**src/rtl/pwm_ctl_reg.sv**
```systemverilog
module pwm_ctl_reg #(
  parameter int PINS_PER_BANK = 4
) (
  input  logic                       clk,
  input  logic                       rst_n,
  input  logic                       bus_addr,
  input  logic                       bus_wr,
  input  logic                       bus_rd,
  input  logic [7:0]                 bus_wdata,
  output logic [7:0]                 bus_rdata,
  input  logic                       reload_pulse,
  input  logic                       cycle_start,
  output logic                       pwm_enable,
  output logic                       load_ok,
  output logic [1:0]                 corr_sel,
  output logic                       irq,
  output logic [2*PINS_PER_BANK-1:0] force_off
);
  localparam int MAPW = 2 * PINS_PER_BANK;

  logic            dis_x_q, dis_y_q, ie_q, flag_q, ldok_q, en_q;
  logic [1:0]      corr_q;
  logic            arm_q, held_x_q, held_y_q, locked_q;
  logic [MAPW-1:0] map_q;
  logic            wr_ctl, rd_ctl, wr_map, eff_x, eff_y;

  assign wr_ctl = bus_wr && !bus_addr;
  assign rd_ctl = bus_rd && !bus_addr;
  assign wr_map = bus_wr && bus_addr;

  always_ff @(posedge clk or negedge rst_n) begin
    if (!rst_n) begin
      dis_x_q  <= 1'b0;
      dis_y_q  <= 1'b0;
      ie_q     <= 1'b0;
      flag_q   <= 1'b0;
      corr_q   <= 2'b00;
      ldok_q   <= 1'b0;
      en_q     <= 1'b0;
      arm_q    <= 1'b0;
      held_x_q <= 1'b0;
      held_y_q <= 1'b0;
      map_q    <= '0;
      locked_q <= 1'b0;
    end else begin
      if (wr_ctl) begin
        dis_x_q <= bus_wdata[7];
        dis_y_q <= bus_wdata[6];
        ie_q    <= bus_wdata[5];
        corr_q  <= bus_wdata[3:2];
        ldok_q  <= bus_wdata[1];
        en_q    <= bus_wdata[0];
      end
      if (reload_pulse)
        flag_q <= 1'b1;
      else if (wr_ctl && !bus_wdata[4] && arm_q)
        flag_q <= 1'b0;
      if (reload_pulse || wr_ctl)
        arm_q <= 1'b0;
      else if (rd_ctl && flag_q)
        arm_q <= 1'b1;
      held_x_q <= cycle_start ? dis_x_q : (held_x_q | dis_x_q);
      held_y_q <= cycle_start ? dis_y_q : (held_y_q | dis_y_q);
      if (wr_map && !locked_q) begin
        map_q    <= bus_wdata[MAPW-1:0];
        locked_q <= 1'b1;
      end
    end
  end

  assign eff_x      = dis_x_q | held_x_q;
  assign eff_y      = dis_y_q | held_y_q;
  assign force_off  = {map_q[MAPW-1:PINS_PER_BANK] & {PINS_PER_BANK{eff_y}},
                       map_q[PINS_PER_BANK-1:0]    & {PINS_PER_BANK{eff_x}}};
  assign irq        = flag_q & ie_q;
  assign pwm_enable = en_q;
  assign load_ok    = ldok_q;
  assign corr_sel   = corr_q;
  assign bus_rdata  = bus_addr ? 8'(map_q)
                               : {dis_x_q, dis_y_q, ie_q, flag_q, corr_q, ldok_q, en_q};
endmodule


```
**config.mk**
```make
export PLATFORM = sky130hd
export DESIGN_NAME = pwm_ctl_reg
export DESIGN_NICKNAME = d
export VERILOG_FILES = /design/src/rtl/pwm_ctl_reg.sv
export SDC_FILE = /design/constraint.sdc
export NUM_CORES = 1
export LEC_CHECK = 0
export CAP_MARGIN = 20
export CORE_MARGIN = 4
export CORE_UTILIZATION = 45
export CTS_BUF_LIST = sky130_fd_sc_hd__clkbuf_8
export DETAILED_ROUTE_END_ITERATION = 16
export DONT_BUFFER_PORTS = 1
export PLACE_DENSITY = 0.6
export SLEW_MARGIN = 20
export SYNTH_ARGS = -nofsm -noshare
export SYNTH_HDL_FRONTEND = slang
export SYNTH_SLANG_ARGS = --single-unit
```
**constraint.sdc**
```tcl
create_clock -name clk -period 2.6 [get_ports clk]
set_input_delay 0.52 -clock clk [delete_from_list [all_inputs] [get_ports clk]]
set_output_delay 0.52 -clock clk [all_outputs]
set_load 0.1 [all_outputs]
```
==> metrics <==
Pint between 0.5 and 0.6 mW; reg2reg start locked_q$_DFFE_PN0P_; Sw Pwr roughly 0.6 mW; clk sink count 20; wire per inst about 17 um; placed cells between 100 and 150; hold_sp reload_pulse; Worst Max-Slew Pin Slew ~890 ps; clock latency at the later pin of the worst-skew pair 250 ps; HP Class primary input to flip-flop; commonest non-fill, non-tap cell in the layout mux2_2; Final Routed Wirelength approximately 1.8 mm; Total Nets Final 99; post-CTS sizing 0; n_diodes 0; max cap viols 0; setup violators final 0; largest net degree at the start of global routing 21; gate count of the mapped netlist 67; TritonCTS clock tree done; vias per cell 5.24; FMAX 540 MHz; first-pass GRT wire length 2.88 mm; Ys Warns 0; DRC Markers 0; H-tree levels 1; Net Sw Frac about 51%; number of global-route vias before repair roughly 630; Max Fanout on Critical Path 4; status completed; hold path cells 1; Crit. End Element primary output; Worst Hold End arm_q$_DFFE_PN0P_; Final Util 56.4%; most frequent cells in the layout 23 x mux2_2, 20 x dfrtp_1, 13 x buf_4; Hold Vio Cnt, Final 0; hold-fix buffers at CTS 1; Synth area leader dfrtp_1; # rows 16; reg2reg setup slack about 1400 ps; initial antenna violation count 0; RSZ-0062 raised after global routing no; DP HPWL about 1.3 mm; clk slew on worst S/H paths 70 ps; Max VDD drop approximately 0.00058 V; Power Density 1070 mW/mm2; port bufs 0; Crit Path Class flip-flop to primary output; hold_ws 336 ps; FF-to-FF path depth 2; leakage power between 0.4 and 0.5 nW; routed vias roughly 570; Initial Util a little under half; Mapped Area about 920 um2; routability cong. between 0.6 and 0.7; post-synth cell types 13; Power, Total 1.19 mW; relative max-transition margin 40.7%; Flop pwr share approximately a third; total clock buffers created by CTS 3; post-synth top area share between 50% and 60%; Synth Net Count just over 80; grt total ovfl 0; Layout fillers between 150 and 200; synthesis-stage register bit count 20; clk buf depth 2; layout cells sized above 1 between 50 and 60%; Antenna Nets Post-Route 0; minimum clock period around 1900 ps; top post-synthesis cells by area dfrtp_1 54%, mux2_2 28%, nor2b_1 6.1%; Final Max Tran Viols 0; root buffer cell clkbuf_8; logic gate share of total power about half; Die Y ~53 um; die area ~0.0028 mm2; Final Non-Filler Cells roughly 110; DR iter-0 viols 5; Tcrit/Tclk final between 70% and 80%; sequential area share after synthesis between 50% and 60%; Clk pwr share between 10% and 20%; clock skew around 3 ps; crit path launch type flip-flop; io pins 36; core box area 0.00196 mm2; All-Layer GR Usage between 10% and 20%; TritonRoute pass-1 iters 2; Die X roughly 53 um; Setup TNS 0 ps; Worst R2R End map_q[5]$_DFFE_PN0P_; critical path arrival ~1300 ps; Post CTS Setup Buffer Count 0; Synth-to-Final Area Change 19.9%; mean post-synth cell area 13.8 um2; required time of the worst setup path 2080 ps
-- power by group through the flow --
stage          logic, mW  registers (mW)  clock network [mW]
6_report           0.614           0.383               0.191
5_1_grt            0.632           0.389               0.220
4_1_cts            0.619           0.383               0.198
3_5_place_dp       0.610           0.389                   0
3_3_place_gp       0.607           0.389                   0
2_1_floorplan      0.466           0.451                   0
-- flip-flops by register name, indices dropped and copies added, names as in the netlist --
name        cells
dis_y_q         1
corr_sel        2
map_q           8
load_ok         1
dis_x_q         1
locked_q        1
held_x_q        1
arm_q           1
flag_q          1
ie_q            1
pwm_enable      1
held_y_q        1
-- synth_stat cells --
cell type	instances
mux2_2	23
nor2b_1	9
nor2_1	2
buf_6	1
and2_1	1
nand4bb_1	1
buf_4	1
dfrtp_1	20
a21o_1	4
nand3b_2	1
nand3b_1	1
inv_1	2
a211oi_1	1
-- logic make-up after synthesis --
family | after synthesis | synth area share, %
flip-flops | 20 | 54.2
buffers and inverters | 4 | 2.85
multiplexers | 23 | 28.0
AND/OR/NAND/NOR | 15 | 10.8
AO/OA/AOI/OAI | 5 | 4.07
-- through the flow --
stage | instance area, um2 | setup WS (ps)
after floorplan | 923 | 301
after global placement | 1060 | 964
after detailed placement | 1060 | 934
after CTS | 1110 | 738
after global routing | 1110 | 673
final | 1110 | 750
-- critical path, cell delays in order (launching register included) --
cell	delay, ps
dfrtp_1	410
nor2_1	350
nor2b_2	80
buf_4	240
-- worst max-delay path by stage --
stage,startpoint,endpoint,cells past startpoint
2_1_floorplan,dis_y_q$_DFFE_PN0P_,force_off[4],2
3_3_place_gp,bus_wr,dis_x_q$_DFFE_PN0P_,2
3_5_place_dp,bus_wr,corr_sel[0]$_DFFE_PN0P_,2
4_1_cts,dis_y_q$_DFFE_PN0P_,force_off[7],3
5_1_grt,dis_y_q$_DFFE_PN0P_,force_off[7],3
6_report,dis_y_q$_DFFE_PN0P_,force_off[7],3
-- layer usage --
| layer | track usage [%] | share of wire, % | routed length (um) | vias up |
|---|---|---|---|---|
| met5 | 0 | 0 | 0 | - |
| met4 | 3.83 | 0.61 | 11 | 0 |
| met3 | 7.89 | 9.6 | 172 | 2 |
| met2 | 25.7 | 52 | 941 | 24 |
| met1 | 15.3 | 37 | 675 | 282 |
| li1 | - | - | - | 263 |
-- layout make-up --
class / instances / area, um2 / area share, %
Tap cell: 27 / 33.8 / 3.05
Inverter: 2 / 7.51 / 0.678
Timing Repair Buffer: 14 / 108 / 9.72
Multi-Input combinational cell: 43 / 417 / 37.6
Sequential cell: 20 / 500 / 45.2
Clock buffer: 3 / 41.3 / 3.73
No activity file was read; power rests on OpenSTA's default activity.
